### src/rtl/bsu_pkg.sv
package bsu_pkg;

  typedef enum logic [3:0] {
    OP_NONE, OP_JR, OP_JRCC, OP_DJNZ, OP_JP, OP_JPCC,
    OP_CALL, OP_RET, OP_PUSH, OP_POP
  } ctl_kind_e;

  // Even selector tests a flag clear, odd tests it set; pairs pick Z, C, PV, S.
  function automatic logic cond_met(input logic [2:0] sel, input logic z,
                                    input logic c, input logic pv, input logic s);
    logic flag;
    case (sel[2:1])
      2'd0:    flag = z;
      2'd1:    flag = c;
      2'd2:    flag = pv;
      default: flag = s;
    endcase
    return sel[0] ? flag : ~flag;
  endfunction

endpackage

### src/rtl/bsu_decode.sv
module bsu_decode
  import bsu_pkg::*;
(
  input  logic [7:0] opcode,
  output ctl_kind_e  kind,
  output logic [2:0] csel,
  output logic [1:0] len
);

  always_comb begin
    kind = OP_NONE;
    csel = opcode[5:3];
    len  = 2'd1;
    casez (opcode)
      8'b0001_1000: begin kind = OP_JR;   len = 2'd2; end
      8'b0001_0000: begin kind = OP_DJNZ; len = 2'd2; end
      8'b001?_?000: begin
        kind = OP_JRCC;
        len  = 2'd2;
        csel = {1'b0, opcode[4:3]};          // only two condition bits
      end
      8'b1100_0011: begin kind = OP_JP;   len = 2'd3; end
      8'b11??_?010: begin kind = OP_JPCC; len = 2'd3; end
      8'b11??_?100: begin kind = OP_CALL; len = 2'd3; end
      8'b11??_?000: begin kind = OP_RET;  len = 2'd1; end
      8'b11??_0101: begin kind = OP_PUSH; len = 2'd1; end
      8'b11??_0001: begin kind = OP_POP;  len = 2'd1; end
      default:      begin kind = OP_NONE; len = 2'd1; end
    endcase
  end

endmodule

### src/rtl/bsu_cond.sv
module bsu_cond
  import bsu_pkg::*;
#(
  parameter int BYTE_W = 8
) (
  input  ctl_kind_e         kind,
  input  logic [2:0]        csel,
  input  logic              flag_z,
  input  logic              flag_c,
  input  logic              flag_pv,
  input  logic              flag_s,
  input  logic [BYTE_W-1:0] breg_next,
  output logic              taken
);

  logic test_w;
  assign test_w = cond_met(csel, flag_z, flag_c, flag_pv, flag_s);

  always_comb begin
    case (kind)
      OP_JRCC, OP_JPCC, OP_CALL, OP_RET: taken = test_w;
      OP_DJNZ:                           taken = |breg_next;
      OP_NONE:                           taken = 1'b0;
      default:                           taken = 1'b1;
    endcase
  end

endmodule

### src/rtl/bsu_next.sv
module bsu_next
  import bsu_pkg::*;
#(
  parameter int BYTE_W = 8
) (
  input  ctl_kind_e           kind,
  input  logic                taken,
  input  logic [1:0]          len,
  input  logic [2*BYTE_W-1:0] pc,
  input  logic [2*BYTE_W-1:0] sp,
  input  logic [BYTE_W-1:0]   opnd_lo,
  input  logic [BYTE_W-1:0]   opnd_hi,
  input  logic [2*BYTE_W-1:0] pair_in,
  output logic [2*BYTE_W-1:0] nxt_pc,
  output logic [2*BYTE_W-1:0] nxt_sp,
  output logic                mem_need,
  output logic                mem_write,
  output logic [2*BYTE_W-1:0] mem_addr,
  output logic [2*BYTE_W-1:0] mem_wdata
);

  localparam int WORD_W = 2 * BYTE_W;
  localparam logic [WORD_W-1:0] STEP2 = WORD_W'(2);

  function automatic logic [WORD_W-1:0] seq_pc(input logic [WORD_W-1:0] p,
                                               input logic [1:0] n);
    return p + WORD_W'(n);
  endfunction

  function automatic logic [WORD_W-1:0] rel_pc(input logic [WORD_W-1:0] p,
                                               input logic [BYTE_W-1:0] d);
    return p + STEP2 + {{BYTE_W{d[BYTE_W-1]}}, d};
  endfunction

  logic [WORD_W-1:0] seq_w, rel_w, abs_w, sp_dn_w, sp_up_w;

  assign seq_w   = seq_pc(pc, len);
  assign rel_w   = rel_pc(pc, opnd_lo);
  assign abs_w   = {opnd_hi, opnd_lo};
  assign sp_dn_w = sp - STEP2;
  assign sp_up_w = sp + STEP2;

  always_comb begin
    nxt_pc    = seq_w;
    nxt_sp    = sp;
    mem_need  = 1'b0;
    mem_write = 1'b0;
    mem_addr  = sp;
    mem_wdata = pair_in;
    case (kind)
      OP_JR, OP_JRCC, OP_DJNZ: if (taken) nxt_pc = rel_w;
      OP_JP, OP_JPCC:          if (taken) nxt_pc = abs_w;
      OP_CALL: if (taken) begin
        nxt_pc    = abs_w;
        nxt_sp    = sp_dn_w;
        mem_need  = 1'b1;
        mem_write = 1'b1;
        mem_addr  = sp_dn_w;
        mem_wdata = seq_w;
      end
      OP_RET: if (taken) begin
        nxt_sp   = sp_up_w;
        mem_need = 1'b1;
      end
      OP_PUSH: begin
        nxt_sp    = sp_dn_w;
        mem_need  = 1'b1;
        mem_write = 1'b1;
        mem_addr  = sp_dn_w;
      end
      OP_POP: begin
        nxt_sp   = sp_up_w;
        mem_need = 1'b1;
      end
      default: ;
    endcase
  end

endmodule

### src/rtl/branch_stack_unit.sv
module branch_stack_unit
  import bsu_pkg::*;
#(
  parameter int BYTE_W = 8
) (
  input  logic                clk,
  input  logic                rst_n,
  input  logic                start,
  input  logic [7:0]          opcode,
  input  logic [BYTE_W-1:0]   opnd_lo,
  input  logic [BYTE_W-1:0]   opnd_hi,
  input  logic                flag_z,
  input  logic                flag_c,
  input  logic                flag_pv,
  input  logic                flag_s,
  input  logic [BYTE_W-1:0]   breg_in,
  input  logic [2*BYTE_W-1:0] pair_in,
  input  logic                mem_ack,
  input  logic [2*BYTE_W-1:0] mem_rdata,
  output logic [2*BYTE_W-1:0] pc,
  output logic [2*BYTE_W-1:0] sp,
  output logic                busy,
  output logic                done,
  output logic [BYTE_W-1:0]   breg_out,
  output logic                breg_we,
  output logic [1:0]          pair_sel,
  output logic [2*BYTE_W-1:0] pair_out,
  output logic                pair_we,
  output logic                mem_req,
  output logic                mem_we,
  output logic [2*BYTE_W-1:0] mem_addr,
  output logic [2*BYTE_W-1:0] mem_wdata
);

  localparam int WORD_W = 2 * BYTE_W;
  localparam logic [BYTE_W-1:0] ONE_B = BYTE_W'(1);
  localparam logic [WORD_W-1:0] STEP2 = WORD_W'(2);

  typedef enum logic {S_IDLE, S_WAIT} st_e;

  ctl_kind_e         kind_w;
  logic [2:0]        csel_w;
  logic [1:0]        len_w;
  logic              taken_w;
  logic [BYTE_W-1:0] bdec_w;
  logic [WORD_W-1:0] npc_w, nsp_w, maddr_w, mwdata_w;
  logic              mneed_w, mwr_w;

  st_e               st_q;
  logic [WORD_W-1:0] pc_q, sp_q, pend_pc_q, pend_sp_q;
  logic              pend_ldpc_q, pend_ldpair_q;

  // Named internal events
  logic accept_w, issue_w, direct_w, commit_w;

  assign bdec_w   = breg_in - ONE_B;
  assign accept_w = start && (st_q == S_IDLE) && (kind_w != OP_NONE);
  assign issue_w  = accept_w && mneed_w;
  assign direct_w = accept_w && !mneed_w;
  assign commit_w = (st_q == S_WAIT) && mem_ack;

  bsu_decode u_dec (
    .opcode (opcode),
    .kind   (kind_w),
    .csel   (csel_w),
    .len    (len_w)
  );

  bsu_cond #(.BYTE_W(BYTE_W)) u_cond (
    .kind      (kind_w),
    .csel      (csel_w),
    .flag_z    (flag_z),
    .flag_c    (flag_c),
    .flag_pv   (flag_pv),
    .flag_s    (flag_s),
    .breg_next (bdec_w),
    .taken     (taken_w)
  );

  bsu_next #(.BYTE_W(BYTE_W)) u_next (
    .kind      (kind_w),
    .taken     (taken_w),
    .len       (len_w),
    .pc        (pc_q),
    .sp        (sp_q),
    .opnd_lo   (opnd_lo),
    .opnd_hi   (opnd_hi),
    .pair_in   (pair_in),
    .nxt_pc    (npc_w),
    .nxt_sp    (nsp_w),
    .mem_need  (mneed_w),
    .mem_write (mwr_w),
    .mem_addr  (maddr_w),
    .mem_wdata (mwdata_w)
  );

  always_ff @(posedge clk or negedge rst_n) begin
    if (!rst_n) begin
      st_q          <= S_IDLE;
      pc_q          <= '0;
      sp_q          <= '0;
      pend_pc_q     <= '0;
      pend_sp_q     <= '0;
      pend_ldpc_q   <= 1'b0;
      pend_ldpair_q <= 1'b0;
      done          <= 1'b0;
      breg_out      <= '0;
      breg_we       <= 1'b0;
      pair_sel      <= '0;
      pair_out      <= '0;
      pair_we       <= 1'b0;
      mem_req       <= 1'b0;
      mem_we        <= 1'b0;
      mem_addr      <= '0;
      mem_wdata     <= '0;
    end else begin
      done    <= 1'b0;
      breg_we <= 1'b0;
      pair_we <= 1'b0;
      if (direct_w) begin
        pc_q     <= npc_w;
        sp_q     <= nsp_w;
        done     <= 1'b1;
        breg_we  <= (kind_w == OP_DJNZ);
        breg_out <= bdec_w;
      end
      if (issue_w) begin
        st_q          <= S_WAIT;
        mem_req       <= 1'b1;
        mem_we        <= mwr_w;
        mem_addr      <= maddr_w;
        mem_wdata     <= mwdata_w;
        pend_pc_q     <= npc_w;
        pend_sp_q     <= nsp_w;
        pend_ldpc_q   <= (kind_w == OP_RET);
        pend_ldpair_q <= (kind_w == OP_POP);
        pair_sel      <= opcode[5:4];
      end
      if (commit_w) begin
        st_q     <= S_IDLE;
        mem_req  <= 1'b0;
        pc_q     <= pend_ldpc_q ? mem_rdata : pend_pc_q;
        sp_q     <= pend_sp_q;
        done     <= 1'b1;
        pair_we  <= pend_ldpair_q;
        pair_out <= mem_rdata;
      end
    end
  end

  assign pc   = pc_q;
  assign sp   = sp_q;
  assign busy = (st_q == S_WAIT);

  AST_RST_CLEARS: assert property (@(posedge clk)
    !rst_n |=> (pc == '0 && sp == '0 && !mem_req && !done));

  AST_NOT_TAKEN_QUIET: assert property (@(posedge clk) disable iff (!rst_n)
    direct_w && !taken_w |=> (sp == $past(sp) && !mem_req));

  AST_DJNZ_COUNT: assert property (@(posedge clk) disable iff (!rst_n)
    breg_we |-> breg_out == $past(breg_in) - ONE_B);

  AST_SP_AT_WRITE: assert property (@(posedge clk) disable iff (!rst_n)
    commit_w && mem_we |=> sp == $past(mem_addr));

  AST_SP_ABOVE_READ: assert property (@(posedge clk) disable iff (!rst_n)
    commit_w && !mem_we |=> sp == $past(mem_addr) + STEP2);

  AST_REQ_HOLD: assert property (@(posedge clk) disable iff (!rst_n)
    mem_req && !mem_ack |=> mem_req && busy && $stable(mem_addr)
                            && $stable(mem_wdata) && $stable(mem_we));

  AST_DONE_AFTER_COMMIT: assert property (@(posedge clk) disable iff (!rst_n)
    commit_w |=> done && !busy);

endmodule

### config.mk
export PLATFORM = sky130hd
export DESIGN_NAME = branch_stack_unit
export DESIGN_NICKNAME = d
export VERILOG_FILES = /design/src/rtl/bsu_pkg.sv /design/src/rtl/bsu_decode.sv /design/src/rtl/bsu_cond.sv /design/src/rtl/bsu_next.sv /design/src/rtl/branch_stack_unit.sv
export SDC_FILE = /design/constraint.sdc
export NUM_CORES = 1
export LEC_CHECK = 0
export BUFFER_PORTS_ARGS = -buffer_cell sky130_fd_sc_hd__buf_2
export CAP_MARGIN = 10
export CORE_MARGIN = 5
export CORE_UTILIZATION = 57
export DETAILED_ROUTE_END_ITERATION = 16
export PLACE_DENSITY = 0.85
export SYNTH_ARGS = -nofsm -noshare
export SYNTH_HDL_FRONTEND = slang
export SYNTH_HIERARCHICAL = 1
export SYNTH_SLANG_ARGS = --single-unit
### constraint.sdc
create_clock -name clk -period 4.3 [get_ports clk]
set_input_delay 0.86 -clock clk [delete_from_list [all_inputs] [get_ports clk]]
set_output_delay 0.86 -clock clk [all_outputs]
set_load 0.005 [all_outputs]
# Word-level counts from Yosys, hierarchy flattened
# Index checks and enable logic that the tools add are counted.
[op_classes] add_sub_neg=6 eq_ne=20 n_mux=29 bitwise=2 n_reduce_logical=19
[op_table] op="$mux 16" n=11
[op_table] op="$pmux 16 s2" n=2
[op_table] op="$pmux 16 s4" n=1
[op_table] op="$pmux 4 s9" n=1
[op_table] op="$add 16x2->16 const B" n=2
[op_table] op="$add 16x16->16" n=1
[op_table] op="$add 16x2->16" n=1
[op_table] op="$eq 4x3->1 const B" n=4
[op_table] op="$eq 8x5->1 const B" n=2
[op_table] op="$sub 16x2->16 const B" n=1
[op_table] op="$eq 5x5->1 const B" n=3
[op_table] op="$eq 6x6->1 const B" n=2
[op_table] op="$reduce_or 3->1" n=4
[op_table] op="$eq 4x2->1 const B" n=2
[op_table] op="$eq 4x4->1 const B" n=2
[op_table] op="$eq 8x8->1 const B" n=1
[op_table] op="$mux 1" n=8
[op_table] op="$reduce_or 8->1" n=1
[op_table] op="$sub 8x1->8 const B" n=1
[op_table] op="$eq 6x4->1 const B" n=1
[op_table] op="$pmux 1 s3" n=2
[op_table] op="$logic_and 1x1->1" n=5
[op_table] op="$eq 4x1->1 const B" n=1
[op_table] op="$logic_not 4->1" n=1
[op_table] op="other kinds (12)" n=16
[totals] regBits=129 output_inout_bits=96 wordCells=92

# Depth between registers and ports, before layout
[depth] word_depth=13 ltp_mapped=18 mapped_depth_nobuf=17

# Cells and area by module
# Netlist, hierarchy kept.
[by_module_without_submodules] mod="branch_stack_unit" instances=1 cells_per_inst=420 area_per_inst_um2=5363.9 seq_area_each_um2=3228.1
[by_module_without_submodules] mod="bsu_next" instances=1 cells_per_inst=411 area_per_inst_um2=2803.9 seq_area_each_um2=0.0
[by_module_without_submodules] mod="bsu_decode" instances=1 cells_per_inst=24 area_per_inst_um2=155.1 seq_area_each_um2=0.0
[by_module_without_submodules] mod="bsu_cond" instances=1 cells_per_inst=11 area_per_inst_um2=85.1 seq_area_each_um2=0.0

# Worst setup path after synthesis
# No wires, ideal clock.
[synth_timing] kind="input port to flip-flop" from="in opcode[6]" to="reg pc_q[12] (netlist: pc[12])" setup_time_ns=0.087 arrival_ns=3.832 t_required_ns=4.213 path_slack_ns=0.382 stages=14 path_buffers=3 cell_sequence="nand2_1 -> o32ai_1 -> nand4_1 -> a221oi_1 -> o21ai_1 -> a21oi_2 -> buf_2 -> inv_2 -> nand2b_1 -> nor3_1 -> buf_2 -> clkbuf_1 -> nand2_1 -> o211ai_1"
[synth_via] word_cells_on_any_way=49
[synth_rtl] element="start, declared" line="branch_stack_unit.sv:9" source="input logic [7:0] opcode,"
[synth_rtl] element="$eq 8x8->1, or another cell as far along" line="bsu_decode.sv:14" source="casez (opcode)"
[synth_rtl] element="$pmux 4 s9 (*)" line="bsu_decode.sv:14"
[synth_rtl] element="net kind_w[1]" line="branch_stack_unit.sv:41" source="ctl_kind_e kind_w;"
[synth_rtl] element="$eq 4x3->1 or $eq 4x2->1 (tied branches)" line="bsu_cond.sv:20" source="case (kind)"
[synth_rtl] element="$reduce_or 4->1" line="bsu_cond.sv:20"
[synth_rtl] element="$pmux 1 s3 (*)" line="bsu_cond.sv:20"
[synth_rtl] element="net taken_w" line="branch_stack_unit.sv:44" source="logic taken_w;"
[synth_rtl] element="$mux 1 (*)" line="bsu_next.sv:53, bsu_next.sv:61"
[synth_rtl] element="$pmux 1 s2 (*)" line="bsu_next.sv:50" source="case (kind)"
[synth_rtl] element="net mneed_w" line="branch_stack_unit.sv:47" source="logic mneed_w, mwr_w;"
[synth_rtl] element="$logic_not 1->1 (*)" line="branch_stack_unit.sv:59" source="assign direct_w = accept_w && !mneed_w;"
[synth_rtl] element="$logic_and 1x1->1 (*)" line="branch_stack_unit.sv:59"
[synth_rtl] element="$reduce_bool 2->1 (no line) (*)"
[synth_rtl] element="end signal, assigned" line="branch_stack_unit.sv:121" source="pc_q <= npc_w;"
[synth_rtl] element="end signal, assigned" line="branch_stack_unit.sv:142" source="pc_q <= pend_ldpc_q ? mem_rdata : pend_pc_q;"
[synth_rtl] element="end, declared" line="branch_stack_unit.sv:50" source="logic [WORD_W-1:0] pc_q, sp_q, pend_pc_q, pend_sp_q;"
# The timed path passes the listed nets; every way through them passes the cells marked *. The select of a mux whose other input is x is not followed.
# A chain may end at the register's enable or synchronous reset.

# Worst setup path in the final report
[layout_timing] from="in breg_in[2]" to="reg pc_q[11] (netlist: pc[11])"
[layout_via] word_cells_on_any_way=13
[layout_rtl] element="start, declared" line="branch_stack_unit.sv:16" source="input logic [BYTE_W-1:0] breg_in,"
[layout_rtl] element="$sub 8x1->8 (*)" line="branch_stack_unit.sv:56" source="assign bdec_w = breg_in - ONE_B;"
[layout_rtl] element="net bdec_w[7]" line="branch_stack_unit.sv:45" source="logic [BYTE_W-1:0] bdec_w;"
[layout_rtl] element="$reduce_or 8->1 (*)" line="bsu_cond.sv:22" source="OP_DJNZ: taken = |breg_next;"
[layout_rtl] element="$pmux 1 s3 (*)" line="bsu_cond.sv:20"
[layout_rtl] element="net taken_w" line="branch_stack_unit.sv:44"
[layout_rtl] element="$mux 16 (on tied branches)" line="bsu_next.sv:52, bsu_next.sv:53, bsu_next.sv:51"
[layout_rtl] element="$pmux 16 s2 (*)" line="bsu_next.sv:50"
[layout_rtl] element="net npc_w[11]" line="branch_stack_unit.sv:46" source="logic [WORD_W-1:0] npc_w, nsp_w, maddr_w, mwdata_w;"
[layout_rtl] element="$mux 16 (*)" line="branch_stack_unit.sv:120" source="if (direct_w) begin"
[layout_rtl] element="$mux 16 (*)" line="branch_stack_unit.sv:139" source="if (commit_w) begin"
# Marked as above.

==> out/metrics.yaml <==
min_path_type: "flop to flop"
timing.final.crit_period_ps: 3702
maxCapViolCount: 0
synth_top_family_by_area: "simple AND/OR/NAND/NOR gates"
fin_tns_setup_ps: 0
instances_no_fill: 1217
p_leak_nw: 4.807
synth_edf_count: 0
htreeDepth: 4
dp_hpwl_um: 15650
cts_tree: "done"
yosys-top-cells-area: "dfrtp_1 38%, mux2_2 12%, ha_1 5.1%"
clk_path_buf_depth: 2
cts_sinks: 129
ir_drop_v: 0.0003734
drt_first_iter_violations: 628
tightest_slew_ps: 1135
worst-endpoint-arrival_ps: 4020
syn-mean-instance-area_um2: 9.709
yosysWarningCount: 6
nets: 1128
grt_max_degree: 122
core-area_um2: 14480
pre_cts_ws_ps: 209.0
vias_per_cell: 6.024
num_rows: 44
wl_per_cell_um: 17.79
cts.repair.resized: 0
antenna_found_initial: 0
synth_flop_cell: "dfrtp_1"
routed_wl_um: 21650
synthMuxAreaShare_pct: 14.81
synth_compound_area_share_pct: 12.99
slew_violations: 0
insertion_delay_ps: 420
synth-seq-cells: 129
synth_top_area_share_pct: 38.39
hold_buffers: 0
drc: 0
synth-async-reset-ratio_pct: 100.0
whs_ps: 484.4
post_cts_buffers: 0
relSlewSlack_pct: 23.75
yosysMostFrequentCell: "dfrtp_1"
grt_use_total_pct: 24.97
start_util_pct: 58.07
grt_pass1_wl_um: 36160
yosys.area_share.adder_pct: 5.536
finClkSkew_ps: 6.512
diodes: 0
firstDrtPassIters: 5
numCtsBuffers: 17
grt_pass1_vias: 7302
cts_root_buffer: "clkbuf_16"
io_pins: 168
synth_top_area_cell: "dfrtp_1"
critPathMaxFanout: 10
yosysSeqAreaShare_pct: 38.39
setup_viol: 0
start_kind: "primary input"
grt_overflow: 0
die_y_um: 131.5
fin_ws_ps: 598.3
finalHoldViolations: 0
die_area_um2: 17280
crit_path_end_kind: "flop"
finalCritPeriodShare_pct: 86.09
status: "finished, final reports clean"
synth_area_um2: 8408
crit_type: "primary input to flop"
via_count: 7331
max_freq_ghz: 0.2701
synth_fp_nets: 974
synth_xor_area_share_pct: 5.312
synth-simple-area-share_pct: 17.89
power_density_nw_per_um2: 529.5
synthCells: 866
synth.distinct_cells: 75
antenna_left: 0
synth_commonest_cells: "129 x dfrtp_1, 107 x nand2_1, 88 x mux2_2"
cts.clk_slew.worst_paths_ps: 60
dp_cells: 1185
drive_above_1_share_pct: 33.30
rsz0062_at_grt: "false"
worst_ep_required_time_ps: 4620
gp_congestion: 0.9227
die_w_um: 131.5
area_delta_synth_final_pct: 18.44
port_buffers: 167
[worst paths after layout]
path	start	end	slack, ps	depth (start not counted)
max in group asynchronous	rst_n	pair_out[5]	2930	1
max reg2reg	pc[1]	pend_pc_q[15]	1150	14
max	breg_in[2]	pc[11]	600	14
min in group asynchronous	rst_n	pair_out[12]	550	1
min	breg_out[0]	breg_out[0]	480	2
min reg2reg	breg_out[0]	breg_out[0]	480	2
[cell families after synthesis]
logic type	count (synthesis)
AND/OR/NAND/NOR	294
XOR/XNOR	51
multiplexers	112
flip-flops	129
AO/OA/AOI/OAI	165
buffers and inverters	79
adder cells (fa/ha/maj)	36
[cell type report]
type / instances / area, um^2
clock inverters: 13 / 136.4
fillers: 1091 / 4521
well taps: 184 / 230.2
flip-flops and latches: 129 / 3228
repair buffers: 188 / 1012
clock buffers: 19 / 452.9
inverters: 26 / 97.59
multi-input cells: 658 / 4801
[routing by layer]
layer,global-route usage [%],routed length (um),vias up
li1,-,-,3437
met1,31.26,8709,3548
met2,41.59,10750,301
met3,6.422,1591,45
met4,9.600,597,0
met5,0,0,-
[sequential cells by signal (all words and copies together) (netlist names), 2 cells and up]
register   cells
breg_out       8
mem_addr      16
mem_wdata     16
pair_out      16
pair_sel       2
pc            16
pend_pc_q     16
pend_sp_q     16
sp            16
[critical path, stage by stage]
cell and delay (ps):
buf_2 130, or4_4 550, nor4_4 150, xor2_1 200, nor2_1 70, nand4_1 80, a221oi_1 90, o21ai_1 250
nand2b_1 200, nor3_1 940, a21oi_1 170, o221ai_1 150, nand2_1 90, o211ai_1 90
[cell usage in the layout, fill, tap and decap left out, types with 14 or more instances in the layout]
| cell | Yosys | final |
|---|---|---|
| nor2_1 | 69 | 69 |
| buf_4 | 7 | 20 |
| xor2_1 | 27 | 27 |
| buf_2 | 15 | 166 |
| dfrtp_1 | 129 | 129 |
| xnor2_1 | 24 | 24 |
| a21oi_1 | 34 | 34 |
| nor3_1 | 15 | 14 |
| nand2_1 | 107 | 106 |
| inv_1 | 25 | 25 |
| ha_1 | 34 | 34 |
| o21ai_0 | 30 | 30 |
| mux2i_1 | 22 | 22 |
| nand3_1 | 27 | 27 |
| o211ai_1 | 20 | 20 |
| a31oi_1 | 22 | 22 |
| clkbuf_16 | 0 | 17 |
| mux2_2 | 88 | 88 |
[where the power goes]
group	switching (mW)	internal [mW]
logic	1.02	0.908
registers	0.447	1.46
clock network	0.549	0.882
[through the flow]
step / area, um^2 / util, % / power (mW)
final: 9958 / 68.78 / 5.273
after global routing: 9958 / 68.78 / 5.620
after CTS: 9958 / 68.78 / 5.276
after detailed placement: 9369 / 64.71 / 3.830
after global placement: 9369 / 64.71 / 3.762
after floorplan: 8408 / - / 3.185
(Power assumes the default switching activity.)
